File: src/rtl/hpi_pkg.sv
package hpi_pkg;
   typedef enum logic {BUS_SPLIT = 1'b0, BUS_MUXED = 1'b1} bus_mode_e;
   typedef enum logic {STB_RDWR = 1'b0, STB_DIRDS = 1'b1} stb_mode_e;

   typedef struct packed {
      logic ale;
      logic ds_n;
      logic dir;
      logic wr_n;
      logic rd_n;
      logic cs_n;
   } hctl_s;

   localparam hctl_s HCTL_IDLE = '{ale: 1'b0, ds_n: 1'b1, dir: 1'b0,
                                   wr_n: 1'b1, rd_n: 1'b1, cs_n: 1'b1};

   typedef struct packed {
      logic rd_go;
      logic rd_end;
      logic wr_end;
   } hacc_s;
endpackage

File: src/rtl/hpi_sync.sv
module hpi_sync #(
   parameter int            W       = 1,
   parameter int            STAGES  = 2,
   parameter logic [W-1:0]  RST_VAL = '0
) (
   input  logic         clk,
   input  logic         rst_n,
   input  logic [W-1:0] d,
   output logic [W-1:0] q
);
   if (STAGES < 2) begin : g_bad_stages
      $error("hpi_sync: STAGES must be at least 2");
   end

   logic [W-1:0] chain [STAGES];

   for (genvar s = 0; s < STAGES; s++) begin : g_stage
      always_ff @(posedge clk or negedge rst_n) begin
         if (!rst_n)      chain[s] <= RST_VAL;
         else if (s == 0) chain[s] <= d;
         else             chain[s] <= chain[(s > 0) ? s - 1 : 0];
      end
   end

   assign q = chain[STAGES-1];
endmodule

File: src/rtl/hpi_front.sv
module hpi_front import hpi_pkg::*; #(
   parameter int DW = 16,
   parameter int AW = 3
) (
   input  logic          clk,
   input  logic          rst_n,
   input  logic          bus_mode,
   input  logic          stb_mode,
   input  hctl_s         ctl,
   input  logic [AW-1:0] addr_al,
   input  logic [DW-1:0] bus_al,
   output hacc_s         acc,
   output logic [AW-1:0] acc_addr,
   output logic [DW-1:0] wdata,
   output logic          ack,
   output logic          oe
);
   logic          rd_act, wr_act, rd_act_d, wr_act_d;
   logic          ale_d, go_d, rdgo_d;
   logic          any_start, rd_start, any_end;
   logic [DW-1:0] bus_prev;
   logic [AW-1:0] mux_addr;

   always_comb begin
      if (stb_mode == STB_DIRDS) begin
         rd_act = !ctl.cs_n && !ctl.ds_n && ctl.dir;
         wr_act = !ctl.cs_n && !ctl.ds_n && !ctl.dir;
      end else begin
         rd_act = !ctl.cs_n && !ctl.rd_n;
         wr_act = !ctl.cs_n && !ctl.wr_n;
      end
   end

   assign rd_start   = rd_act && !rd_act_d;
   assign any_start  = rd_start || (wr_act && !wr_act_d);
   assign acc.rd_end = !rd_act && rd_act_d;
   assign acc.wr_end = !wr_act && wr_act_d;
   assign acc.rd_go  = rdgo_d;
   assign any_end    = acc.rd_end || acc.wr_end;
   assign wdata      = bus_prev;

   always_ff @(posedge clk or negedge rst_n) begin
      if (!rst_n) begin
         rd_act_d <= 1'b0;
         wr_act_d <= 1'b0;
         ale_d    <= 1'b0;
         go_d     <= 1'b0;
         rdgo_d   <= 1'b0;
         bus_prev <= '0;
         mux_addr <= '0;
         acc_addr <= '0;
         ack      <= 1'b0;
         oe       <= 1'b0;
      end else begin
         rd_act_d <= rd_act;
         wr_act_d <= wr_act;
         ale_d    <= ctl.ale;
         bus_prev <= bus_al;
         go_d     <= any_start;
         rdgo_d   <= rd_start;
         if (ale_d && !ctl.ale) mux_addr <= bus_prev[AW-1:0];
         if (any_start)
            acc_addr <= (bus_mode == BUS_MUXED) ? mux_addr : addr_al;
         if (any_end)   ack <= 1'b0;
         else if (go_d) ack <= 1'b1;
         if (acc.rd_end)  oe <= 1'b0;
         else if (rdgo_d) oe <= 1'b1;
      end
   end

   p_ack_in_access_r6: assert property (@(posedge clk) disable iff (!rst_n)
      ack |-> (rd_act || wr_act || rd_act_d || wr_act_d));
   p_oe_needs_ack_r6: assert property (@(posedge clk) disable iff (!rst_n)
      oe |-> ack);
   p_no_ack_idle_cs_r5: assert property (@(posedge clk) disable iff (!rst_n)
      (ctl.cs_n && $past(ctl.cs_n)) |-> !ack);
endmodule

File: src/rtl/hpi_regs.sv
module hpi_regs import hpi_pkg::*; #(
   parameter int DW    = 16,
   parameter int NEACH = 4,
   parameter int AW    = 3
) (
   input  logic             clk,
   input  logic             rst_n,
   input  hacc_s            acc,
   input  logic [AW-1:0]    acc_addr,
   input  logic [DW-1:0]    wdata,
   input  logic [AW-1:0]    c_addr,
   input  logic             c_wr,
   input  logic             c_rd,
   input  logic [DW-1:0]    c_wdata,
   output logic [DW-1:0]    c_rdata,
   output logic [DW-1:0]    h_rdata,
   output logic [NEACH-1:0] in_full,
   output logic [NEACH-1:0] out_full
);
   localparam int IW = AW - 1;

   logic [DW-1:0] in_mem  [NEACH];
   logic [DW-1:0] out_mem [NEACH];
   logic [IW-1:0] c_idx, h_idx;

   assign c_idx   = c_addr[IW-1:0];
   assign h_idx   = acc_addr[IW-1:0];
   assign c_rdata = c_addr[AW-1] ? out_mem[c_idx] : in_mem[c_idx];

   always_ff @(posedge clk or negedge rst_n) begin
      if (!rst_n)         h_rdata <= '0;
      else if (acc.rd_go) h_rdata <= acc_addr[AW-1] ? out_mem[h_idx] : in_mem[h_idx];
   end

   for (genvar i = 0; i < NEACH; i++) begin : g_reg
      localparam logic [AW-1:0] A_IN  = AW'(i);
      localparam logic [AW-1:0] A_OUT = AW'(NEACH + i);
      logic h_set, c_clr, c_set, h_clr;

      assign h_set = acc.wr_end && (acc_addr == A_IN);
      assign c_clr = c_rd && (c_addr == A_IN);
      assign c_set = c_wr && (c_addr == A_OUT);
      assign h_clr = acc.rd_end && (acc_addr == A_OUT);

      always_ff @(posedge clk or negedge rst_n) begin
         if (!rst_n) begin
            in_mem[i]   <= '0;
            out_mem[i]  <= '0;
            in_full[i]  <= 1'b0;
            out_full[i] <= 1'b0;
         end else begin
            if (h_set) in_mem[i]  <= wdata;
            if (c_set) out_mem[i] <= c_wdata;
            if (h_set)      in_full[i] <= 1'b1;
            else if (c_clr) in_full[i] <= 1'b0;
            if (c_set)      out_full[i] <= 1'b1;
            else if (h_clr) out_full[i] <= 1'b0;
         end
      end

      p_in_set_r2: assert property (@(posedge clk) disable iff (!rst_n)
         (acc.wr_end && acc_addr == A_IN) |=> in_full[i]);
      p_in_clr_r8: assert property (@(posedge clk) disable iff (!rst_n)
         (c_rd && c_addr == A_IN && !(acc.wr_end && acc_addr == A_IN)) |=> !in_full[i]);
      p_out_set_r8: assert property (@(posedge clk) disable iff (!rst_n)
         (c_wr && c_addr == A_OUT) |=> out_full[i]);
      p_out_clr_r7: assert property (@(posedge clk) disable iff (!rst_n)
         (acc.rd_end && acc_addr == A_OUT && !(c_wr && c_addr == A_OUT)) |=> !out_full[i]);
      p_out_hold_r9: assert property (@(posedge clk) disable iff (!rst_n)
         (acc.wr_end && acc_addr == A_OUT && !(c_wr && c_addr == A_OUT)) |=> $stable(out_mem[i]));
      p_in_hold_r9: assert property (@(posedge clk) disable iff (!rst_n)
         (c_wr && c_addr == A_IN && !(acc.wr_end && acc_addr == A_IN)) |=> $stable(in_mem[i]));
   end

   p_flags_reset_r1: assert property (@(posedge clk)
      !rst_n |=> (in_full == '0 && out_full == '0));
endmodule

File: src/rtl/host_mailbox_port.sv
module host_mailbox_port import hpi_pkg::*; #(
   parameter int DW    = 16,
   parameter int NEACH = 4,
   parameter int SYNC  = 2,
   localparam int AW   = $clog2(2 * NEACH)
) (
   input  logic             clk,
   input  logic             rst_n,
   input  logic             bus_mode_i,
   input  logic             stb_mode_i,
   input  logic             h_cs_n,
   input  logic             h_rd_n,
   input  logic             h_wr_n,
   input  logic             h_dir,
   input  logic             h_ds_n,
   input  logic             h_ale,
   input  logic [AW-1:0]    h_addr,
   input  logic [DW-1:0]    h_bus_i,
   output logic [DW-1:0]    h_bus_o,
   output logic             h_bus_oe,
   output logic             h_ack,
   input  logic [AW-1:0]    c_addr,
   input  logic             c_wr,
   input  logic             c_rd,
   input  logic [DW-1:0]    c_wdata,
   output logic [DW-1:0]    c_rdata,
   output logic [NEACH-1:0] c_in_full,
   output logic [NEACH-1:0] c_out_full
);
   if (!(DW == 8 || DW == 16)) begin : g_bad_dw
      $error("host_mailbox_port: DW must be 8 or 16");
   end
   if (NEACH < 2 || (NEACH & (NEACH - 1)) != 0) begin : g_bad_neach
      $error("host_mailbox_port: NEACH must be a power of two, at least 2");
   end
   if (AW > DW) begin : g_bad_aw
      $error("host_mailbox_port: address does not fit on the bus");
   end

   hctl_s         ctl_raw, ctl_q;
   logic [AW-1:0] addr_al;
   logic [DW-1:0] bus_al;
   hacc_s         acc;
   logic [AW-1:0] acc_addr;
   logic [DW-1:0] wdata;

   assign ctl_raw = '{ale: h_ale, ds_n: h_ds_n, dir: h_dir,
                      wr_n: h_wr_n, rd_n: h_rd_n, cs_n: h_cs_n};

   hpi_sync #(.W($bits(hctl_s)), .STAGES(SYNC), .RST_VAL(HCTL_IDLE)) u_ctl_sync (
      .clk(clk), .rst_n(rst_n), .d(ctl_raw), .q(ctl_q));
   hpi_sync #(.W(AW), .STAGES(SYNC), .RST_VAL('0)) u_addr_dly (
      .clk(clk), .rst_n(rst_n), .d(h_addr), .q(addr_al));
   hpi_sync #(.W(DW), .STAGES(SYNC), .RST_VAL('0)) u_bus_dly (
      .clk(clk), .rst_n(rst_n), .d(h_bus_i), .q(bus_al));

   hpi_front #(.DW(DW), .AW(AW)) u_front (
      .clk(clk), .rst_n(rst_n), .bus_mode(bus_mode_i), .stb_mode(stb_mode_i),
      .ctl(ctl_q), .addr_al(addr_al), .bus_al(bus_al), .acc(acc),
      .acc_addr(acc_addr), .wdata(wdata), .ack(h_ack), .oe(h_bus_oe));

   hpi_regs #(.DW(DW), .NEACH(NEACH), .AW(AW)) u_regs (
      .clk(clk), .rst_n(rst_n), .acc(acc), .acc_addr(acc_addr), .wdata(wdata),
      .c_addr(c_addr), .c_wr(c_wr), .c_rd(c_rd), .c_wdata(c_wdata),
      .c_rdata(c_rdata), .h_rdata(h_bus_o), .in_full(c_in_full),
      .out_full(c_out_full));
endmodule

File: config.mk
export PLATFORM = sky130hd
export DESIGN_NAME = host_mailbox_port
export DESIGN_NICKNAME = d
export VERILOG_FILES = /design/src/rtl/hpi_pkg.sv /design/src/rtl/hpi_sync.sv /design/src/rtl/hpi_front.sv /design/src/rtl/hpi_regs.sv /design/src/rtl/host_mailbox_port.sv
export SDC_FILE = /design/constraint.sdc
export NUM_CORES = 1
export LEC_CHECK = 0
export CAP_MARGIN = 20
export CORE_MARGIN = 10
export CORE_UTILIZATION = 55
export DETAILED_ROUTE_END_ITERATION = 10
export DONT_BUFFER_PORTS = 1
export GPL_ROUTABILITY_DRIVEN = 0
export PLACE_DENSITY_LB_ADDON = 0.08
export SETUP_SLACK_MARGIN = 0.1
export SLEW_MARGIN = 25
export SYNTH_ARGS = -nofsm -noshare
export SYNTH_HDL_FRONTEND = slang
export SYNTH_HIERARCHICAL = 1
export SYNTH_SLANG_ARGS = --single-unit
File: constraint.sdc
create_clock -name clk -period 2.7 [get_ports clk]
set_input_delay 0.54 -clock clk [delete_from_list [all_inputs] [get_ports clk]]
set_output_delay 0.54 -clock clk [all_outputs]
set_load 0.05 [all_outputs]
==> results of run 1 <==
==> sequential cells by signal, summed over array words and instances, names as in the netlist, 4 cells and up <==
signal and count:
u_bus_dly/q 16, u_ctl_sync/q 6, u_regs/in_full 4, u_regs/in_mem 64, u_bus_dly/chain 16, u_regs/out_mem 64
u_ctl_sync/chain 6, u_front/wdata 16, u_regs/out_full 4, u_regs/h_rdata 16
==> where the power goes <==
group	switching (mW)	total, mW	internal [mW]
registers	1.41	5.80	4.39
clock network	1.36	3.33	1.96
logic	1.51	3.07	1.57
==> metrics by stage <==
step | power [mW] | utilization [%] | std cells | setup WS, ns
2_1_floorplan | 8.11 | - | 683 | 0.402
3_3_place_gp | 8.77 | 55.6 | 867 | 0.461
3_5_place_dp | 8.91 | 55.6 | 867 | 0.390
4_1_cts | 12.3 | 60.2 | 917 | 0.188
5_1_grt | 12.8 | 60.2 | 917 | 0.160
6_report | 12.2 | 60.2 | 917 | 0.193
==> Yosys cell counts <==
cell	n
o31ai_1	2
a41o_1	16
nor3_1	3
and2_2	1
mux4_1	26
dfstp_2	8
nor2_2	4
a22oi_1	16
buf_6	11
inv_1	4
mux2_1	1
mux2_4	30
nor2_1	4
a31oi_1	2
nand3_1	16
mux2_2	122
nand2_1	24
buf_4	38
o21ai_0	8
buf_12	1
mux4_2	6
nand2b_1	8
or2_1	3
o22a_4	1
nor3_4	2
mux2i_1	64
clkbuf_1	10
nor2b_1	19
and2_1	1
buf_2	8
nand4_2	1
dfrtp_1	223
==> critical path, stage by stage, from the launching register on <==
cell,delay (ns)
dfrtp_1,0.39
mux4_1,0.61
mux2_2,0.44
==> routing by layer <==
layer | track usage [%] | vias to the layer above | part of all wire [%]
met3 | 3.28 | 39 | 6.7
li1 | - | 2467 | -
met5 | 0 | - | 0
met4 | 5.43 | 0 | 2.0
met1 | 26.8 | 2918 | 46
met2 | 28.0 | 183 | 45
==> layout make-up <==
type / count / area, um2 / area share, %
clock buffer: 38 / 724 / 6.44
multi-input combinational: 380 / 4130 / 36.7
clock inverter: 8 / 86.3 / 0.767
sequential: 231 / 5790 / 51.5
tap: 234 / 293 / 2.60
timing repair buffer: 22 / 213 / 1.89
inverter: 4 / 15.0 / 0.133
==> worst max-delay path by stage <==
stage,to,cells after the start,slack [ns],from
floorplan,c_rdata[10],4,0.40,c_addr[0]
global placement,u_regs/in_mem[27],7,0.46,u_ctl_sync/q[0]
detailed placement,u_regs/in_mem[25],7,0.39,u_ctl_sync/q[0]
CTS,c_rdata[4],2,0.19,u_regs/in_mem[20]
global route,c_rdata[4],2,0.16,u_regs/in_mem[36]
finish,c_rdata[4],2,0.19,u_regs/in_mem[20]
==> cell families (layout without fill, tap and decap cells) <==
group	count (synthesis)	count (layout)	synth area share (%)
compound gates	45	45	3.50
buf+inv	72	72	5.00
mux	249	249	31.5
flops	231	231	55.4
simple gates	86	86	4.52
==> run summary, run 1 <==
core area - 0.0187 mm2
skew final - 0.00883 ns
most common cell after layout, fill and taps aside - dfrtp_1
Clock transition at path regs - 0.06 ns
DRC violations left - 0
wire length of the first global-routing pass - 35700 um
Cell variety after synth - 32
unrepaired setup endpoints after global routing - false
hold violation total from the final report - 223
Nets - 714
top cell type's share of synthesized area - 53.4%
Final HPWL DP - 14900 um
largest cells by area after synthesis - dfrtp_1, mux2_2, mux4_1, mux2i_1, mux2_4
drt wl/cell - 24.8 um
worst-margin pin slew - 0.794 ns
cells on worst reg2reg path - 7
largest net degree at the start of global routing - 232
setup bufs post-CTS - 0
crit path kind - reg2out
DRT iter0 DRCs - 414
initial antenna violation count - 0
vias - 5607
final period utilization - 92.8%
Slew headroom - 47.1%
Hold Buf Count CTS - 4
mapped cell area - 0.0104 mm2
leakage power - 5.18 nW
Die Y - 158 um
post-cts resize count - 0
vias per cell - 6.11
Hold WS - -0.290 ns
Area Growth Syn to Fin - 7.79%
post-synthesis sequential area ratio - 55.4%
First-pass DRT Iterations - 5
worst reg-to-reg setup slack - 0.38 ns
I/O pins - 92
status - finished, violations left
CTS tree - yes
critical path endpoint category - primary output
Worst-Skew Late Latency - 0.53 ns
Startpoint Class - register
failing checks - negative hold slack
maximum clock path buffer count - 3
PwrDens - 1080 mW/mm2
Syn Inst Count - 683
r2r endpoint - u_regs/in_mem[30]
row count - 50
setup TNS - 0 ns
fillers - 1475
share of cells above drive strength 1 - 34.0%
FF-to-FF Start - u_ctl_sync/q[0]
Avg Inst Size Synth - 15.3 um2
DP Area - 0.0104 mm2
CTS sink cnt - 231
final setup fails - 0
GRT Total Usage - 18.5%
Post-DRT Antenna Nets - 0
die width - 158 um
FF+latch count, synth - 231
Starting Density - 55.8%
# diodes - 0
Ys Warns - 6
highest net fanout along the worst path - 3
commonest cells after routing, fill and taps aside - dfrtp_1, mux2_2, mux2i_1, mux2_4, mux4_1
vias in the first global route - 6058
Post-Syn Nets - 733
Detailed Route WL - 22800 um
Crit path required time - 2.16 ns
port bufs - 0
largest area contributor in the synthesized netlist - dfrtp_1
CP arrival - 1.97 ns
max-cap violations - 0
VDD IR-drop max - 0.633 mV
GRT overflow - 0
Peak Freq - 0.399 GHz
fin area - 0.0113 mm2
CTS Buf Count - 25
die area - 0.0249 mm2
Max Slew Vio Count - 0
minimum clock period - 2.51 ns
Worst Hold Class - in2async
root buf cell - clkbuf_16
H-tree depth - 1
(Power assumes the default switching activity.)
==> inputs of run 2 (changes only) <==
- PLACE_DENSITY: default -> 0.7
- PLACE_DENSITY_LB_ADDON: 0.08 -> default
- clock period: 2.7 -> 2.4 ns (I/O delays scaled with it)
==> run 2 against run 1 <==
Critical path type unchanged. First-iteration DRC count up 4.6%. The flow still finishes with violations (negative hold slack). Critical endpoint is now c_rdata[5]. Count of clock-buffer cells in the layout down 3. Final area is 4.4% higher. Total power increased by 18%. Clock skew rose by 0.0053 ns. Clock power grew 19%. Sequential share of layout area down 2.2 points.
==> run summary, run 2 (synthesis results as in run 1) <==
GRT Total Usage - 19.0%
Peak Freq - 0.433 GHz
Die Y - 158 um
critical path startpoint - u_regs/in_mem[5]
row count - 50
vias - 5909
CTS tree - yes
Design Power - 14.4 mW
status - finished, violations left
Placed Instances - 872
die width - 158 um
hold violation total from the final report - 223
DRC violations left - 0
VDD IR-drop max - 0.602 mV
drt wl/cell - 24.0 um
final setup fails - 0
# diodes - 0
failing checks - negative hold slack
port bufs - 0
Layout Cells excl Fill - 970
share of cells above drive strength 1 - 38.9%
setup TNS - 0 ns
Worst Hold Class - in2async
I/O pins - 92
First-pass DRT Iterations - 5
skew final - 0.0141 ns
Detailed Route WL - 23300 um
Final Util - 62.8%
minimum clock period - 2.31 ns
worst-margin pin slew - 0.580 ns
CTS sink cnt - 231
critical path's slowest cell - mux4_2
largest net degree at the start of global routing - 232
Post-DRT Antenna Nets - 0
Slew headroom - 61.4%
vias in the first global route - 6301
unrepaired setup endpoints after global routing - true
vias per cell - 6.09
initial antenna violation count - 0
fin area - 0.0118 mm2
DRT iter0 DRCs - 433
wire length of the first global-routing pass - 36800 um
fillers - 1380
Area Growth Syn to Fin - 12.6%
Nets - 768
die area - 0.0249 mm2
Starting Density - 55.8%
FF-to-FF Start - u_ctl_sync/q[0]
worst-path cell chain - mux4_2 > mux2_4
max-cap violations - 0
root buf cell - clkbuf_16
Max stage delay on crit path - 0.53 ns
Hold Buf Count CTS - 25
Hold WS - -0.345 ns
Startpoint Class - register
CP arrival - 1.83 ns
final period utilization - 96.2%
CTS Buf Count - 25
Max Slew Vio Count - 0
maximum clock path buffer count - 3
highest net fanout along the worst path - 3
crit path kind - reg2out
core area - 0.0187 mm2
critical path endpoint category - primary output
Clock transition at path regs - 0.06 ns
most common cell after layout, fill and taps aside - dfrtp_1
DP Area - 0.0104 mm2
Final HPWL DP - 14900 um
H-tree depth - 1
commonest cells after routing, fill and taps aside - dfrtp_1, mux2_2, mux2i_1, buf_4, mux2_4
top flop regs - u_regs/in_mem: 64 flops, u_regs/out_mem: 64 flops
GRT overflow - 0
Crit path required time - 1.92 ns
Worst-Skew Late Latency - 0.52 ns
PwrDens - 1230 mW/mm2
leakage power - 5.42 nW
run 2: what timing repair did:
item,CTS,global route
resized for setup,33,3
setup endpoints to repair,16,57
pin swaps,0,0
hold endpoints to repair,256,231
buffers inserted,18,10
run 2: area by class of cell:
cell class	instances	area (um2)	area share (%)
inverter	4	15.0	0.128
clock inverter	10	154	1.31
multi-input combinational	380	4130	35.1
tap	234	293	2.49
sequential	231	5790	49.3
timing repair buffer	76	671	5.70
clock buffer	35	703	5.98
run 2: critical path, delay by kind of cell (launching register included):
family	cells	cell delay (ns)
flip-flops	1	0.39
multiplexers	2	0.91
run 2: metrics by stage:
step	setup WS (ns)	hold slack, ns
floorplan	0.222	0.184
global placement	0.197	0.195
detailed placement	0.153	0.193
CTS	0.0663	-0.357
global route	0.0325	-0.354
finish	0.0914	-0.345
run 2: final timing paths:
check	end	slack (ns)	depth (start not counted)
setup / recovery	c_rdata[5]	0.09	2
hold / removal	u_regs/h_rdata[2]	-0.35	0
setup reg to reg	u_regs/in_mem[14]	0.20	7
hold reg to reg	u_front/wdata[12]	0.34	0
max in group asynchronous	u_ctl_sync/chain[6]	2.33	0
min in group clk	u_regs/out_mem[28]	0.10	1
run 2: routing by layer:
layer	routed length [um]	share of wire, %	up-vias	GRT usage [%]
li1	-	-	2544	-
met1	9860	42	3133	25.5
met2	11000	47	200	30.1
met5	0	0	-	0
met3	1950	8.4	32	4.67
met4	456	2.0	0	5.34
run 2: where the power goes:
group	internal [mW]	switching [mW]
Sequential	4.94	1.59
Clock	2.47	1.49
Combinational	2.16	1.80
==> inputs of run 3 (changes only) <==
- CORE_UTILIZATION: 55 -> 45
- CTS_BUF_LIST: default -> sky130_fd_sc_hd__clkbuf_8
- PLACE_DENSITY: 0.7 -> default
==> run 3 against run 2 <==
Largest power group unchanged. First-iteration DRC count decreased by 22%. Worst setup slack got worse by 0.015 ns. Total power decreased by 1.9%. Non-clock buffer count increased by 19. Highest routed layer unchanged. Via count increased by 1.9%. Register-to-register slack improved by 0.08 ns. Fmax decreased by 0.66%. Clock power decreased by 13%. Combinational power increased by 5.6%. Sequential share of layout area decreased by 0.53 points. The flow still finishes with violations (negative hold slack). Sequential power about the same. Critical path type unchanged.
==> run summary, run 3 (synthesis results as in run 1) <==
CTS Buf Count - 41
Clock transition at path regs - 0.06 ns
root buf cell - clkbuf_8
Hold WS - -0.335 ns
Hold Buf Count CTS - 25
die width - 172 um
Die Y - 172 um
largest net degree at the start of global routing - 232
switching share of power - 35.3%
status - finished, violations left
wire length of the first global-routing pass - 38600 um
H-tree depth - 2
vias in the first global route - 6452
DRT iter0 DRCs - 339
leakage power - 5.53 nW
r2r endpoint - u_regs/in_mem[52]
Final HPWL DP - 15300 um
final setup fails - 0
vias - 6024
failing checks - negative hold slack
Startpoint Class - register
setup slack after layout - 0.0762 ns
Final Util - 52.3%
die area - 0.0297 mm2
Multi-input gate area - 0.00412 mm2
Post-DRT Antenna Nets - 0
most common cell after layout, fill and taps aside - dfrtp_1
Detailed Route WL - 24600 um
Nets - 803
CTS sink cnt - 231
I/O pins - 92
share of cells above drive strength 1 - 41.9%
NetSw - 5.01 mW
setup TNS - 0 ns
unrepaired setup endpoints after global routing - true
maximum clock path buffer count - 3
fillers - 1921
sequential share of power - 46.2%
Clock power frac - 24.3%
crit path kind - reg2out
GRT overflow - 0
skew final - 0.0217 ns
internal power - 9.17 mW
commonest cells after routing, fill and taps aside - dfrtp_1, mux2_2, buf_4, mux2i_1, clkbuf_8
drt wl/cell - 23.2 um
Slew headroom - 36.6%
minimum clock period - 2.32 ns
CTS tree - yes
CP arrival - 1.84 ns
highest net fanout along the worst path - 3
port bufs - 0
final period utilization - 96.8%
max-cap violations - 0
dpl ws - 0.109 ns
GRT Total Usage - 16.8%
worst reg-to-reg setup slack - 0.28 ns
FF-to-FF Start - u_ctl_sync/q[0]
worst-margin pin slew - 0.950 ns
Worst-Skew Late Latency - 0.54 ns
top flop regs - u_regs/in_mem: 64 flops, u_regs/out_mem: 64 flops
Worst Hold Class - in2async
row count - 55
Gate power share - 29.5%
vias per cell - 5.68
hold violation total from the final report - 231
Max Slew Vio Count - 0
Reg area - 0.00579 mm2
Area Growth Syn to Fin - 13.8%
First-pass DRT Iterations - 7
initial antenna violation count - 0
DRC violations left - 0
Crit path required time - 1.92 ns
core area - 0.0227 mm2
# diodes - 0
VDD IR-drop max - 0.430 mV
critical path endpoint category - primary output
Starting Density - 46.0%
cells on worst reg2reg path - 7
Peak Freq - 0.430 GHz
PwrDens - 1190 mW/mm2
-- run 3: area by class of cell --
class | instances | area share, %
flip-flops and latches | 231 | 48.8
repair buffers | 95 | 6.95
multi-input cells | 380 | 34.6
inverters | 4 | 0.126
clock inverters | 14 | 0.495
clock buffers | 52 | 6.02
well taps | 285 | 3.00
-- run 3: stage by stage --
| step | hold slack [ns] | instance area [um2] | std cells | power, mW |
|---|---|---|---|---|
| 2_1_floorplan | 0.184 | 10400 | 683 | 9.13 |
| 3_3_place_gp | 0.195 | 10500 | 919 | 9.90 |
| 3_5_place_dp | 0.195 | 10500 | 919 | 10.1 |
| 4_1_cts | -0.381 | 11800 | 1046 | 14.1 |
| 5_1_grt | -0.380 | 11900 | 1061 | 14.9 |
| 6_report | -0.335 | 11900 | 1061 | 14.2 |
-- run 3: worst max path at each step --
stage                     slack [ns]         startpoint  cells after the start                end
after floorplan                 0.22          c_addr[0]                      4        c_rdata[10]
after global placement          0.21    u_ctl_sync/q[0]                      7  u_regs/in_mem[59]
after detailed placement        0.11    u_ctl_sync/q[0]                      7  u_regs/in_mem[57]
after CTS                       0.07   u_regs/in_mem[7]                      2         c_rdata[7]
after global routing            0.04  u_regs/in_mem[55]                      2         c_rdata[7]
final                           0.08   u_regs/in_mem[5]                      2         c_rdata[5]
-- run 3: power groups by stage --
stage / combinational, mW / clock (mW) / sequential (mW)
3_3_place_gp: 3.32 / 0 / 6.58
3_5_place_dp: 3.38 / 0 / 6.67
5_1_grt: 4.44 / 3.74 / 6.68
6_report: 4.18 / 3.44 / 6.55
2_1_floorplan: 2.93 / 0 / 6.20
4_1_cts: 4.01 / 3.56 / 6.55
-- run 3: routing by layer --
layer  wire length [um]  share of wire [%]  global-route usage (%)
met5                  0                  0                       0
met4                488                2.0                    5.10
met3               1600                6.5                    4.33
met2              11400                 46                    25.7
met1              11200                 45                    23.0
-- run 3: timing repair --
action | in CTS | in global routing
gates resized for setup | 36 | 4
setup endpoints to repair | 16 | 58
pin swaps | 0 | 1
hold endpoints to repair | 256 | 231
buffers inserted | 36 | 15
-- run 3: worst max-delay path: stages (launching register included) --
cell,delay [ns]
dfrtp_1,0.40
mux4_2,0.54
mux2_4,0.38
